### config.mk
export PLATFORM = sky130hd
export DESIGN_NAME = dma_page_addr
export DESIGN_NICKNAME = d
export VERILOG_FILES = /design/src/rtl/pgaddr_pkg.sv /design/src/rtl/pgaddr_decode.sv /design/src/rtl/pgaddr_bank.sv /design/src/rtl/pgaddr_compose.sv /design/src/rtl/dma_page_addr.sv
export SDC_FILE = /design/constraint.sdc
export NUM_CORES = 1
export LEC_CHECK = 0
export CAP_MARGIN = 15
export CORE_UTILIZATION = 35
export DETAILED_ROUTE_END_ITERATION = 12
export GPL_ROUTABILITY_DRIVEN = 0
export HOLD_SLACK_MARGIN = 0.03
export SYNTH_ARGS = -nofsm -noshare
export SYNTH_HDL_FRONTEND = slang
export SYNTH_SLANG_ARGS = --single-unit
### constraint.sdc
create_clock -name clk -period 1.35 [get_ports clk]
set_clock_uncertainty 0.1 [all_clocks]
set_input_delay 0.135 -clock clk [delete_from_list [all_inputs] [get_ports clk]]
set_output_delay 0.135 -clock clk [all_outputs]
set_load 0.005 [all_outputs]
### src/rtl/pgaddr_pkg.sv
package pgaddr_pkg;

    localparam int NUM_CH    = 4;
    localparam int CH_W      = $clog2(NUM_CH);
    localparam int OFF_W     = 3;
    localparam int BYTE_W    = 8;
    localparam int HP_USED_W = 7;
    localparam int CUR_W     = 16;
    localparam int PHYS_W    = HP_USED_W + BYTE_W + CUR_W;

    typedef struct packed {
        logic            hit;
        logic [CH_W-1:0] ch;
    } chan_hit_t;

    typedef enum logic {
        WIN_PAGE = 1'b0,
        WIN_HIGH = 1'b1
    } win_t;

    // Sparse offset map: only four offsets reach a channel.
    function automatic chan_hit_t decode_off(input logic [OFF_W-1:0] off);
        chan_hit_t r;
        case (off)
            3'd7:    r = '{hit: 1'b1, ch: 2'd0};
            3'd3:    r = '{hit: 1'b1, ch: 2'd1};
            3'd1:    r = '{hit: 1'b1, ch: 2'd2};
            3'd2:    r = '{hit: 1'b1, ch: 2'd3};
            default: r = '{hit: 1'b0, ch: 2'd0};
        endcase
        return r;
    endfunction

endpackage

### src/rtl/pgaddr_decode.sv
module pgaddr_decode
    import pgaddr_pkg::*;
(
    input  logic [OFF_W-1:0] off,
    output chan_hit_t        hit
);
    always_comb hit = decode_off(off);
endmodule

### src/rtl/pgaddr_bank.sv
module pgaddr_bank
    import pgaddr_pkg::*;
#(
    parameter bit ENABLE = 1'b1,
    parameter int SEL_W  = BYTE_W
) (
    input  logic                     clk,
    input  logic                     rst,
    input  logic                     we,
    input  chan_hit_t                wr_hit,
    input  logic [BYTE_W-1:0]        wr_data,
    input  chan_hit_t                rd_hit,
    output logic [BYTE_W-1:0]        rd_data,
    input  logic [CH_W-1:0]          sel_ch,
    output logic [SEL_W-1:0]         sel_val,
    output logic [NUM_CH*BYTE_W-1:0] flat
);
    logic [BYTE_W-1:0] q [NUM_CH];

    for (genvar c = 0; c < NUM_CH; c++) begin : g_ch
        logic hit_me;
        assign hit_me = ENABLE && we && wr_hit.hit && (wr_hit.ch == CH_W'(c));
        always_ff @(posedge clk) begin
            if (rst)
                q[c] <= '0;
            else if (hit_me)
                q[c] <= wr_data;
        end
        assign flat[c*BYTE_W +: BYTE_W] = q[c];
    end

    always_comb begin
        rd_data = '0;
        if (ENABLE && rd_hit.hit)
            rd_data = q[rd_hit.ch];
    end

    always_comb sel_val = ENABLE ? q[sel_ch][SEL_W-1:0] : '0;
endmodule

### src/rtl/pgaddr_compose.sv
module pgaddr_compose
    import pgaddr_pkg::*;
(
    input  logic [HP_USED_W-1:0] hp_part,
    input  logic [BYTE_W-1:0]    pg_part,
    input  logic [CUR_W-1:0]     cur,
    output logic [PHYS_W-1:0]    phys
);
    always_comb phys = {hp_part, pg_part, cur};
endmodule

### src/rtl/dma_page_addr.sv
module dma_page_addr
    import pgaddr_pkg::*;
#(
    parameter bit HIGH_PAGE_EN = 1'b1
) (
    input  logic              clk,
    input  logic              rst,
    input  logic              pg_wr,
    input  logic              hp_wr,
    input  logic [OFF_W-1:0]  port_off,
    input  logic [BYTE_W-1:0] wr_data,
    input  logic              rd_win,
    input  logic [OFF_W-1:0]  rd_off,
    output logic [BYTE_W-1:0] rd_data,
    input  logic [CH_W-1:0]   chan_sel,
    input  logic [CUR_W-1:0]  cur_addr,
    output logic [PHYS_W-1:0] phys_addr
);
    chan_hit_t wr_hit, rd_hit;
    logic [BYTE_W-1:0]        pg_rd, hp_rd;
    logic [BYTE_W-1:0]        pg_sel;
    logic [HP_USED_W-1:0]     hp_sel;
    logic [NUM_CH*BYTE_W-1:0] page_flat, high_flat;

    pgaddr_decode u_wr_dec (.off(port_off), .hit(wr_hit));
    pgaddr_decode u_rd_dec (.off(rd_off),   .hit(rd_hit));

    pgaddr_bank #(.ENABLE(1'b1), .SEL_W(BYTE_W)) u_page (
        .clk(clk), .rst(rst), .we(pg_wr), .wr_hit(wr_hit), .wr_data(wr_data),
        .rd_hit(rd_hit), .rd_data(pg_rd), .sel_ch(chan_sel), .sel_val(pg_sel),
        .flat(page_flat)
    );

    pgaddr_bank #(.ENABLE(HIGH_PAGE_EN), .SEL_W(HP_USED_W)) u_high (
        .clk(clk), .rst(rst), .we(hp_wr), .wr_hit(wr_hit), .wr_data(wr_data),
        .rd_hit(rd_hit), .rd_data(hp_rd), .sel_ch(chan_sel), .sel_val(hp_sel),
        .flat(high_flat)
    );

    always_comb rd_data = (win_t'(rd_win) == WIN_HIGH) ? hp_rd : pg_rd;

    pgaddr_compose u_comp (
        .hp_part(hp_sel), .pg_part(pg_sel), .cur(cur_addr), .phys(phys_addr)
    );
endmodule

[Word level (Yosys, flattened, before mapping)]
Memory sizes are Yosys's and may differ from the RTL's.
Cells that the tools add are included.
Operators by class
  equal/unequal tests: 11
  reductions and logical operators: 11
  bitwise logic cells: 8
  multiplexer cells: 39
Operator list (number)
  2-to-1 mux 8 bit: 11
  2-to-1 mux 1 bit: 26
  one-hot mux 3 bit (4 select lines): 2
  equality test 3 x 2 -> 1 bit, second input constant: 4
  logical AND 1 bit: 10
  bitwise OR 1 bit: 8
  equality test 3 x 1 -> 1 bit, second input constant: 2
  equality test 3 bit, second input constant: 2
  equality test 2 bit, second input constant: 2
  equality test 2 x 1 -> 1 bit, second input constant: 1
  zero test 2 bit: 1
Word-level totals
  memories kept: 2
  word-level logic and storage cells: 71
  register bits after elaboration: 0
  output and inout bits: 39
  bits in writable memories: 64
  input bits: 37
Memory list
  u_high.q: depth 4, width 8, read ports 2, clocked after Yosys merged registers in 0, write ports 4, line pgaddr_bank.sv:18  | logic [BYTE_W-1:0] q [NUM_CH];
  u_page.q: depth 4, width 8, read ports 2, clocked after Yosys merged registers in 0, write ports 4, line pgaddr_bank.sv:18

[Depth between registers and ports, before layout]
Gate-level depths: netlist of the first run.
  depth after elaboration: 8
  depth in mapped cells: 5
  gate-level depth less buffers: 3

[Modules after synthesis]
Synthesis of the first run repeated with hierarchy kept, for this count alone.
Unflattened totals
  cell total of the unflattened synthesis: 303
  area total of the unflattened synthesis: 4051.4 um^2
Modules (own cells, without submodules)
  pgaddr_bank (u_page): cells each 127, times used 1, area an instance 1813.0 um^2, sequential area each 960.9 um^2
  pgaddr_bank (u_high): cells each 126, times used 1, area an instance 1801.7 um^2, sequential area each 960.9 um^2
  pgaddr_compose: cells each 31, times used 1, area an instance 232.7 um^2, sequential area each 0.0 um^2
  dma_page_addr: cells each 9, times used 1, area an instance 131.4 um^2, sequential area each 0.0 um^2
  pgaddr_decode: cells each 5, times used 2, area an instance 36.3 um^2, sequential area each 0.0 um^2

[Worst setup path after synthesis of the first run]
OpenSTA, ideal clock, no wires.
  kind: input port to flip-flop
  start: in port_off[1]
  end: mem u_page.q[2][0], enable pin
  slack: -0.078 ns
  buffers on the path: 1
  stages on the path: 3
  arrival: 0.953 ns
  library setup time: 0.375 ns
  data required time: 0.875 ns
  cells stage by stage: buf_2 -> nand2b_1 -> o21bai_1
RTL lines
  start, declared: line dma_page_addr.sv:10  | input logic [OFF_W-1:0] port_off,
  end, declared: line pgaddr_bank.sv:18

==> results_dict.tcl, run 1 <==
set metrics [dict create \
    post_synth_design_cell_area_sq_um 3620 \
    number_of_top_level_pins 76 \
    share_seq_of_total_power 0.519 \
    cts-buffers-inserted 9 \
    crit_fanout 2 \
    postSynthRegisterBits 64 \
    num-nets-final 385 \
    ctsHoldBuffers 0 \
    p_int_mw 3.46 \
    preCtsSetupSlack_ns -0.858 \
    setup_repair_after_global_routing_missed_its_margin "yes" \
    synth_common_cells "64 x sky130_fd_sc_hd__and2_1, 64 x sky130_fd_sc_hd__edfxtp_1, 32 x sky130_fd_sc_hd__mux2i_1" \
    top_achievable_clock_speed_mhz 594 \
    die_w_um 104 \
    critical_path_class "register to output port" \
    diodes 0 \
    worst-endpoint-required_ns 1.12 \
    synth_top_family_by_area "multiplexers" \
    worst_max_slew_margin_expressed_relative_to_the_limit 0.815 \
    period_needed_ns 1.68 \
    synth-seq-area-share 0.531 \
    syn_nets 298 \
    final.fill_count 886 \
    final_antenna_net_count 0 \
    synth_simple_gate_area_frac 0.157 \
    synth_adder_area_share 0.00277 \
    drtIter0Drc 112 \
    cts_max_level 3 \
    crit_path_top_delay_cell "sky130_fd_sc_hd__edfxtp_1" \
    final.period_utilization 1.25 \
    portion_of_netlist_area_occupied_by_mux_cells 0.182 \
    cts.sinks 64 \
    power.ir.vdd_worst_uv 346 \
    drt-total-wl_um 9890 \
    globalRoute.totalOverflow 0 \
    detailroute.via_count 2488 \
    final_max_slew_viol_count 0 \
    timing.max_cap.violations 0 \
    cts_tree "built" \
    floorplan.initialDensity 0.365 \
    hold_slack_ns 0.170 \
    finalSetupViolations 23 \
    clk_pin_slew_ns 0.06 \
    timing.setup.tns_ns -5.76 \
    drive_above_1_share 0.432 \
    post_synth_xor_area_fraction 0 \
    clock_tree.buffer_depth 2 \
    timing.critical_path.cells "buf_4, mux2i_2, o22ai_2, o21a_1, buf_2" \
    cp.arrival_ns 1.45 \
    synth_enable_flop_cells 64 \
    wl_per_cell_um 20.4 \
    synth_cells 261 \
    total_leakage_power_nw 1.92 \
    synth_top_area_share 0.531 \
    first_global_vias 2658 \
    floorplan.core_area_sq_um 9910 \
    synthFlopType "sky130_fd_sc_hd__edfxtp_1" \
    port-buffer-count 43 \
    fp.dieArea_sq_um 10700 \
    async_reset_ff_frac 0 \
    outcome "complete, but fails checks" \
    hold_class "input pin to output port" \
    setup_ws_ns -0.333 \
    max_slew.worst_pin.slew_ns 0.277 \
    switchingPower_mw 1.15 \
    count_of_synthesis_stage_warnings_from_yosys 0 \
    powerDensity_nw_per_um2 951 \
    grt_max_degree 17 \
    total_power_mw 4.61 \
    clock_group_share_of_total_power 0.289 \
    detailedPlacementHpwl_um 6390 \
    failed_checks "negative setup slack" \
    crit_path_max_incr_delay_ns 0.39 \
    critPathLaunchType "register" \
    floorplan.die.height_um 104 \
    cp-end-kind "output port" \
    groute.usage.overall 0.190 \
    synthDominantAreaCellType "sky130_fd_sc_hd__edfxtp_1" \
    area_growth_pct 34.0 \
    final_hold_viol_count 0 \
    post-route-util 0.489 \
    synthesis.area_per_instance_sq_um 13.9 \
    post_synth_num_cell_types 29 \
    root_buffer "sky130_fd_sc_hd__clkbuf_8" \
    power.share.switching 0.249 \
    antenna_violations_before_repair 0 \
    remaining_drc_errors 0 \
    drt_pass1_iterations 4 \
    comb_power_share 0.192 \
    via_per_inst 5.13 \
    grt_first_pass_wirelength_um 15000 \
    rows 36 \
    synth_compound_gate_area_share 0.0667 \
    netlist_top_cells_area "sky130_fd_sc_hd__edfxtp_1 53%, sky130_fd_sc_hd__and2_1 11%, sky130_fd_sc_hd__mux4_2 9.3%, sky130_fd_sc_hd__mux2i_1 8.9%, sky130_fd_sc_hd__buf_4 3.9%" \
]
-- power groups by stage --
stage / clock, mW / sequential [mW] / combinational, mW
2_1_floorplan: 0 / 2.40 / 0.427
3_3_place_gp: 0 / 2.42 / 0.845
3_5_place_dp: 0 / 2.43 / 0.850
4_1_cts: 1.34 / 2.39 / 0.875
5_1_grt: 1.42 / 2.40 / 0.943
6_report: 1.33 / 2.39 / 0.887
-- metrics by stage --
stage	instance area, sq um	std cells
after global routing	4850	485
final	4850	485
after global placement	4430	446
after detailed placement	4430	446
after CTS	4800	483
after floorplan	3630	261
-- cells by family after synthesis --
family,after synthesis
and+or+nand+nor,84
DFF,64
muxes,47
buffers and inverters,33
AOI/OAI and AO/OA,32
adders and majority gates,1
-- worst paths after layout --
| check | from | endpoint | cells after the start |
|---|---|---|---|
| setup / recovery | u_high.q[3][5] | rd_data[5] | 5 |
| hold / removal | cur_addr[13] | phys_addr[13] | 0 |
-- layout by cell type (no fill, tap or decap), types with 2 or more instances in the layout --
| cell type | netlist | routed |
|---|---|---|
| sky130_fd_sc_hd__buf_6 | 2 | 5 |
| sky130_fd_sc_hd__o21a_1 | 8 | 8 |
| sky130_fd_sc_hd__dlygate4sd2_1 | 0 | 6 |
| sky130_fd_sc_hd__buf_2 | 8 | 25 |
| sky130_fd_sc_hd__buf_12 | 0 | 12 |
| sky130_fd_sc_hd__clkinv_1 | 0 | 2 |
| sky130_fd_sc_hd__a31o_2 | 3 | 3 |
| sky130_fd_sc_hd__or3b_4 | 1 | 2 |
| sky130_fd_sc_hd__nor3_4 | 0 | 3 |
| sky130_fd_sc_hd__clkbuf_8 | 0 | 9 |
| sky130_fd_sc_hd__mux2i_2 | 0 | 4 |
| sky130_fd_sc_hd__o22ai_1 | 14 | 3 |
| sky130_fd_sc_hd__clkbuf_1 | 1 | 4 |
| sky130_fd_sc_hd__inv_1 | 3 | 3 |
| sky130_fd_sc_hd__o22ai_2 | 2 | 13 |
| sky130_fd_sc_hd__mux2i_1 | 32 | 28 |
| sky130_fd_sc_hd__clkdlybuf4s50_1 | 0 | 8 |
| sky130_fd_sc_hd__nand2b_1 | 4 | 2 |
| sky130_fd_sc_hd__nand2b_4 | 0 | 2 |
| sky130_fd_sc_hd__buf_4 | 19 | 44 |
| sky130_fd_sc_hd__nor2_4 | 3 | 4 |
| sky130_fd_sc_hd__clkdlybuf4s15_1 | 0 | 2 |
| sky130_fd_sc_hd__o21bai_2 | 0 | 3 |
| sky130_fd_sc_hd__and2_1 | 64 | 63 |
| sky130_fd_sc_hd__edfxtp_1 | 64 | 64 |
| sky130_fd_sc_hd__mux4_2 | 15 | 15 |
-- registers in the layout (all words and copies together) (netlist names) --
register / flops
u_high.q: 32
u_page.q: 32
-- repair_timing --
item                                    CTS  global route
cloned                                    1             0
setup buffers                            21             2
pin swaps                                25             7
resized for setup                       134            10
endpoints found under the setup margin  121            25
-- worst max-delay path: cells and delay by family, from the launching register on --
family,cells,cell delay [ns]
flip-flops,1,0.39
multiplexers,1,0.17
AO/OA/AOI/OAI,2,0.28
buffers and inverters,2,0.28
-- per-layer routing --
layer / up-vias / part of all wire / track usage / wire length, um
met5: - / 0 / 0 / 0
met4: 0 / 0.023 / 0.101 / 227
met3: 18 / 0.071 / 0.0340 / 703
met2: 89 / 0.50 / 0.315 / 4940
met1: 1238 / 0.41 / 0.238 / 4020
li1: 1143 / - / - / -
-- area by class of cell --
class,count,area [sq um],area share
sequential,64,1920,0.396
multi-input combinational,164,1630,0.335
timing repair buffer,106,976,0.201
tap,133,166,0.0343
clock buffer,13,139,0.0287
inverter,3,11.3,0.00232
clock inverter,2,7.51,0.00155
Note: power is estimated with default switching activity, not from simulation.
==> run 2: changes to the inputs <==
- MAX_ROUTING_LAYER: not set -> met4
==> results_dict.tcl, run 2 <==
set metrics [dict create \
    root_buffer "sky130_fd_sc_hd__clkbuf_8" \
    synthFlopType "sky130_fd_sc_hd__edfxtp_1" \
    floorplan.initialDensity 0.365 \
    die_w_um 104 \
    cts_max_level 3 \
    number_of_top_level_pins 76 \
    netlist_top_cells_area "sky130_fd_sc_hd__edfxtp_1 53%, sky130_fd_sc_hd__and2_1 11%, sky130_fd_sc_hd__mux4_2 9.3%, sky130_fd_sc_hd__mux2i_1 8.9%, sky130_fd_sc_hd__buf_4 3.9%" \
    antenna_violations_before_repair 0 \
    last-stage-reached "5_2_route" \
    synth_common_cells "64 x sky130_fd_sc_hd__and2_1, 64 x sky130_fd_sc_hd__edfxtp_1, 32 x sky130_fd_sc_hd__mux2i_1" \
    port-buffer-count 43 \
    postSynthRegisterBits 64 \
    post_synth_num_cell_types 29 \
    groute.usage.overall 0.196 \
    synth_cells 261 \
    synth_top_area_share 0.531 \
    outcome "aborted with a tool error" \
    cts-buffers-inserted 9 \
    grt_max_degree 17 \
    synthesis.area_per_instance_sq_um 13.9 \
    grt-worst-endpoint "rd_data[4]" \
    first_global_vias 2653 \
    worstEndpointType "output port" \
    rows 36 \
    globalRoute.totalOverflow 0 \
    count_of_synthesis_stage_warnings_from_yosys 0 \
    async_reset_ff_frac 0 \
    syn_nets 298 \
    synth-seq-area-share 0.531 \
    detailedPlacementHpwl_um 6390 \
    floorplan.die.height_um 104 \
    post_synth_design_cell_area_sq_um 3620 \
    grt_first_pass_wirelength_um 15000 \
    clock_tree.buffer_depth 2 \
    cts.sinks 64 \
    flow.first_error "[ERROR DRT-0255] Maze Route cannot find path of net cur_addr[13] in worker of routeBox ( 96600 96600 ) ( 103680 103680 )." \
    synth_enable_flop_cells 64 \
    synthDominantAreaCellType "sky130_fd_sc_hd__edfxtp_1" \
    detailed_place.area_sq_um 4430 \
]
-- run 2: cell counts after synthesis --
Identical to the previous run, type by type.
-- run 2: kinds of logic after synthesis --
kind of cell,Yosys count,share of synthesized area
mux,47,0.182
compound gates,32,0.0667
buf+inv,33,0.0609
fa+ha+maj,1,0.00277
simple gates,84,0.157
flops,64,0.531
-- run 2: layer usage --
layer	track usage
met5	-
met1	0.241
met4	0.0990
met3	0.0327
met2	0.315
-- run 2: repair_timing --
| action | in CTS | in global routing |
|---|---|---|
| resized for setup | 134 | 10 |
| gates cloned | 1 | 0 |
| hold buffers | 0 | 0 |
| setup endpoints to repair | 121 | 24 |
| buffers inserted | 21 | 2 |
| endpoints found under the hold margin | 0 | 0 |
| pin swaps | 25 | 8 |
-- run 2: stage by stage --
step | instances | setup WS [ns]
after global placement | 446 | -0.841
after floorplan | 261 | 0.0987
after global routing | 485 | -0.407
after CTS | 483 | -0.319
after detailed placement | 446 | -0.858
==> run 3: changes to the inputs <==
- CORE_UTILIZATION: 35 -> 20
- HOLD_SLACK_MARGIN: 0.03 -> not set
- MAX_ROUTING_LAYER: met4 -> not set
- PLACE_DENSITY_LB_ADDON: not set -> 0.15
- clock period: 1.35 -> 1.8 ns (I/O delays scaled with it)
==> results_dict.tcl, run 3 (synthesized netlist as in run 1, its figures left out) <==
set metrics [dict create \
    crit_fanout 3 \
    drt_pass1_iterations 4 \
    groute.usage.overall 0.124 \
    dr_wl_met3_um 622 \
    fp.dieArea_sq_um 18600 \
    timing.max_cap.violations 0 \
    detailedPlacementHpwl_um 7600 \
    post-route-util 0.290 \
    timing.setup.tns_ns 0 \
    cts_max_level 3 \
    cp.arrival_ns 1.49 \
    cp-end-kind "output port" \
    num-nets-final 379 \
    top_achievable_clock_speed_mhz 565 \
    detailroute.via_count 2401 \
    worst-path-buf-inv 4 \
    hold_class "input pin to output port" \
    setup_ws_ns 0.0296 \
    mostFrequentLayoutCells "64 x sky130_fd_sc_hd__and2_1, 64 x sky130_fd_sc_hd__edfxtp_1, 38 x sky130_fd_sc_hd__buf_4" \
    dp.cells 540 \
    critical_path.top_delay_family "buffers and inverters" \
    outcome "finished, final reports clean" \
    cts-buffers-inserted 9 \
    timing.critical_path.depth 7 \
    setup_repair_after_global_routing_missed_its_margin "yes" \
    die_w_um 137 \
    detailed_place.area_sq_um 4590 \
    via_per_inst 4.20 \
    crit_path_to "rd_data[3]" \
    hold_depth 0 \
    number_of_top_level_pins 76 \
    drt-total-wl_um 11000 \
    floorplan.core_area_sq_um 17500 \
    floorplan.die.height_um 137 \
    period_needed_ns 1.77 \
    crit_path_max_incr_delay_ns 0.37 \
    first_global_vias 2487 \
    grt_max_degree 19 \
    critPathLaunchType "input pin" \
    worst_setup_path_startpoint "rd_off[1]" \
    reg_top3 "u_high.q x32, u_page.q x32" \
    crit_path_top_delay_cell "sky130_fd_sc_hd__or3b_4" \
    power.ir.vdd_worst_uv 354 \
    worst_max_slew_margin_expressed_relative_to_the_limit 0.432 \
    wl_per_cell_um 19.3 \
    drive_above_1_share 0.353 \
    grt_first_pass_wirelength_um 15900 \
    antenna_violations_before_repair 0 \
    port-buffer-count 43 \
    clock_tree.buffer_depth 2 \
    cts_tree "built" \
    drtIter0Drc 123 \
    total_power_mw 4.28 \
    finalSetupViolations 0 \
    routed.top_layer "met4" \
    worst-endpoint-required_ns 1.52 \
    final_cell_area_sq_um 5060 \
    final_hold_viol_count 0 \
    wl_met1_um 5090 \
    final.period_utilization 0.984 \
    total_leakage_power_nw 1.94 \
    preCtsSetupSlack_ns -0.495 \
    final_antenna_net_count 0 \
    powerDensity_nw_per_um2 845 \
    critical_path_class "input pin to output port" \
    final_cells 571 \
    timing.critical_path.cells "dlygate4sd2_1, or3b_4, buf_6, buf_4, o22ai_1, o21a_1, buf_2" \
    diodes 0 \
    final_max_slew_viol_count 0 \
    max_slew.worst_pin.slew_ns 0.847 \
    hold_slack_ns 0.260 \
    met2WireLength_um 5130 \
    floorplan.initialDensity 0.207 \
    root_buffer "sky130_fd_sc_hd__clkbuf_16" \
    cts.sinks 64 \
    rows 48 \
    remaining_drc_errors 0 \
    area_growth_pct 40.0 \
    globalRoute.totalOverflow 0 \
]
[run 3: layer usage]
| metal | GRT usage | vias to the layer above |
|---|---|---|
| li1 | - | 1126 |
| met1 | 0.171 | 1174 |
| met2 | 0.193 | 85 |
| met3 | 0.0278 | 16 |
| met4 | 0.0395 | 0 |
| met5 | 0 | - |
[run 3: report_power, final]
| group | internal, mW | switching (mW) | leakage (nW) |
|---|---|---|---|
| registers | 1.74 | 0.0513 | 0.619 |
| clock network | 1.20 | 0.609 | 0.149 |
| logic | 0.374 | 0.300 | 1.17 |
| total | 3.32 | 0.960 | 1.94 |
[run 3: how the worst min path moves through the flow]
stage | start | to | slack [ns]
finish | cur_addr[10] | phys_addr[10] | 0.26
global route | cur_addr[7] | phys_addr[7] | 0.26
CTS | cur_addr[0] | phys_addr[0] | 0.26
detailed placement | cur_addr[0] | phys_addr[0] | 0.26
global placement | cur_addr[0] | phys_addr[0] | 0.26
floorplan | wr_data[0] | u_high.q[0][0] | 0.28
[run 3: area by class of cell]
cell class	instances	area (sq um)
inverter	3	11.3
clock buffer	11	233
tap	225	282
timing repair buffer	100	1010
sequential	64	1920
fill	1764	12400
multi-input combinational	164	1540
clock inverter	4	70.1
[run 3: repair_timing]
item                       in CTS  in global routing
buffers inserted                8                  7
cloned                          1                  0
gates resized for setup        62                 21
setup endpoints to repair      23                 21
pin swaps                       9                  5
hold buffers                    0                  0
==> run 4: changes to the inputs <==
- CORE_UTILIZATION: 20 -> 51
==> results_dict.tcl, run 4 (synthesized netlist as in run 1, its figures left out) <==
set metrics [dict create \
    outcome "finished, final reports clean" \
    setup_repair_after_global_routing_missed_its_margin "no" \
    critPathLaunchType "input pin" \
    floorplan.die.height_um 86.2 \
    cts.sinks 64 \
    worst-path-buf-inv 4 \
    critical_path.top_delay_family "buffers and inverters" \
    max_slew.worst_pin.slew_ns 0.761 \
    critical_path_class "input pin to output port" \
    first_global_vias 2508 \
    cp-end-kind "output port" \
    total_power_mw 3.38 \
    diodes 0 \
    ctsHoldBuffers 0 \
    die_w_um 86.2 \
    fp.dieArea_sq_um 7440 \
    antenna_violations_before_repair 0 \
    top_achievable_clock_speed_mhz 570 \
    floorplan.core_area_sq_um 6830 \
    num-nets-final 365 \
    globalRoute.totalOverflow 0 \
    grt_max_degree 18 \
    worst-endpoint-required_ns 1.52 \
    cts_max_level 3 \
    total_leakage_power_nw 1.76 \
    final_cells 427 \
    final_antenna_net_count 0 \
    groute.usage.overall 0.257 \
    detailedPlacementHpwl_um 5800 \
    remaining_drc_errors 0 \
    wl_per_cell_um 20.4 \
    drt-total-wl_um 8700 \
    clock_tree.buffer_depth 2 \
    area_growth_pct 27.0 \
    hold_class "input pin to output port" \
    drive_above_1_share 0.323 \
    reg_top3 "u_high.q x32, u_page.q x32" \
    root_buffer "sky130_fd_sc_hd__clkbuf_8" \
    cts_tree "built" \
    ff_latch_area_sq_um 1920 \
    final.fill_count 540 \
    detailroute.via_count 2366 \
    dp.cells 406 \
    final.period_utilization 0.974 \
    crit_fanout 5 \
    finalSetupViolations 0 \
    cts-buffers-inserted 9 \
    number_of_top_level_pins 76 \
    timing.critical_path.cells "clkdlybuf4s50_1, buf_6, buf_4, mux4_2, dlygate4sd2_1" \
    rows 30 \
    drtIter0Drc 156 \
    timing.max_cap.violations 0 \
    powerDensity_nw_per_um2 736 \
    cp.arrival_ns 1.47 \
    via_per_inst 5.54 \
    timing.setup.tns_ns 0 \
    crit_path_max_incr_delay_ns 0.47 \
    port-buffer-count 43 \
    drt_pass1_iterations 4 \
    grt_first_pass_wirelength_um 13300 \
    period_needed_ns 1.75 \
    worst_max_slew_margin_expressed_relative_to_the_limit 0.490 \
    final_max_slew_viol_count 0 \
    crit_path_top_delay_cell "sky130_fd_sc_hd__clkdlybuf4s50_1" \
    hold_slack_ns 0.260 \
    mostFrequentLayoutCells "64 x sky130_fd_sc_hd__and2_1, 64 x sky130_fd_sc_hd__edfxtp_1, 32 x sky130_fd_sc_hd__mux2i_1" \
    final_hold_viol_count 0 \
    power.ir.vdd_worst_uv 395 \
    multi_input_comb_area_sq_um 1540 \
    floorplan.initialDensity 0.530 \
]
## run 4: area by class of cell
class | count | area share
Clock buffer | 9 | 0.0270
Clock inverter | 5 | 0.00572
Inverter | 3 | 0.00245
Multi-Input combinational cell | 164 | 0.336
Sequential cell | 64 | 0.418
Tap cell | 96 | 0.0261
Timing Repair Buffer | 86 | 0.185
## run 4: report_power, final
| group | leakage [nW] | switching (mW) | total (mW) | internal, mW |
|---|---|---|---|---|
| sequential | 0.619 | 0.0508 | 1.79 | 1.74 |
| combinational | 1.06 | 0.265 | 0.613 | 0.348 |
| clock | 0.0782 | 0.505 | 0.976 | 0.471 |
| total | 1.76 | 0.821 | 3.38 | 2.56 |
## run 4: final timing paths
kind | startpoint | to | slack (ns) | cells past startpoint
worst min-delay path | cur_addr[11] | phys_addr[11] | 0.26 | 0
worst max-delay path | chan_sel[1] | phys_addr[27] | 0.05 | 5
## run 4: per-stage QoR
stage | setup WS [ns] | utilization | instance area, sq um
global route | 0.000988 | 0.673 | 4600
floorplan | 0.327 | - | 3620
CTS | -0.0238 | 0.671 | 4580
finish | 0.0466 | 0.673 | 4600
global placement | -0.444 | 0.629 | 4300
detailed placement | -0.458 | 0.629 | 4300
## run 4: routing by layer
metal	global-route usage	routed length [um]
met5	0	0
met4	0.106	195
met3	0.0667	612
met2	0.447	4520
met1	0.304	3370
## run 4: what timing repair did
item / CTS / global route
endpoints found under the setup margin: 23 / 21
resized for setup: 56 / 24
pin swaps: 7 / 3
cloned: 1 / 0
setup buffers: 6 / 0
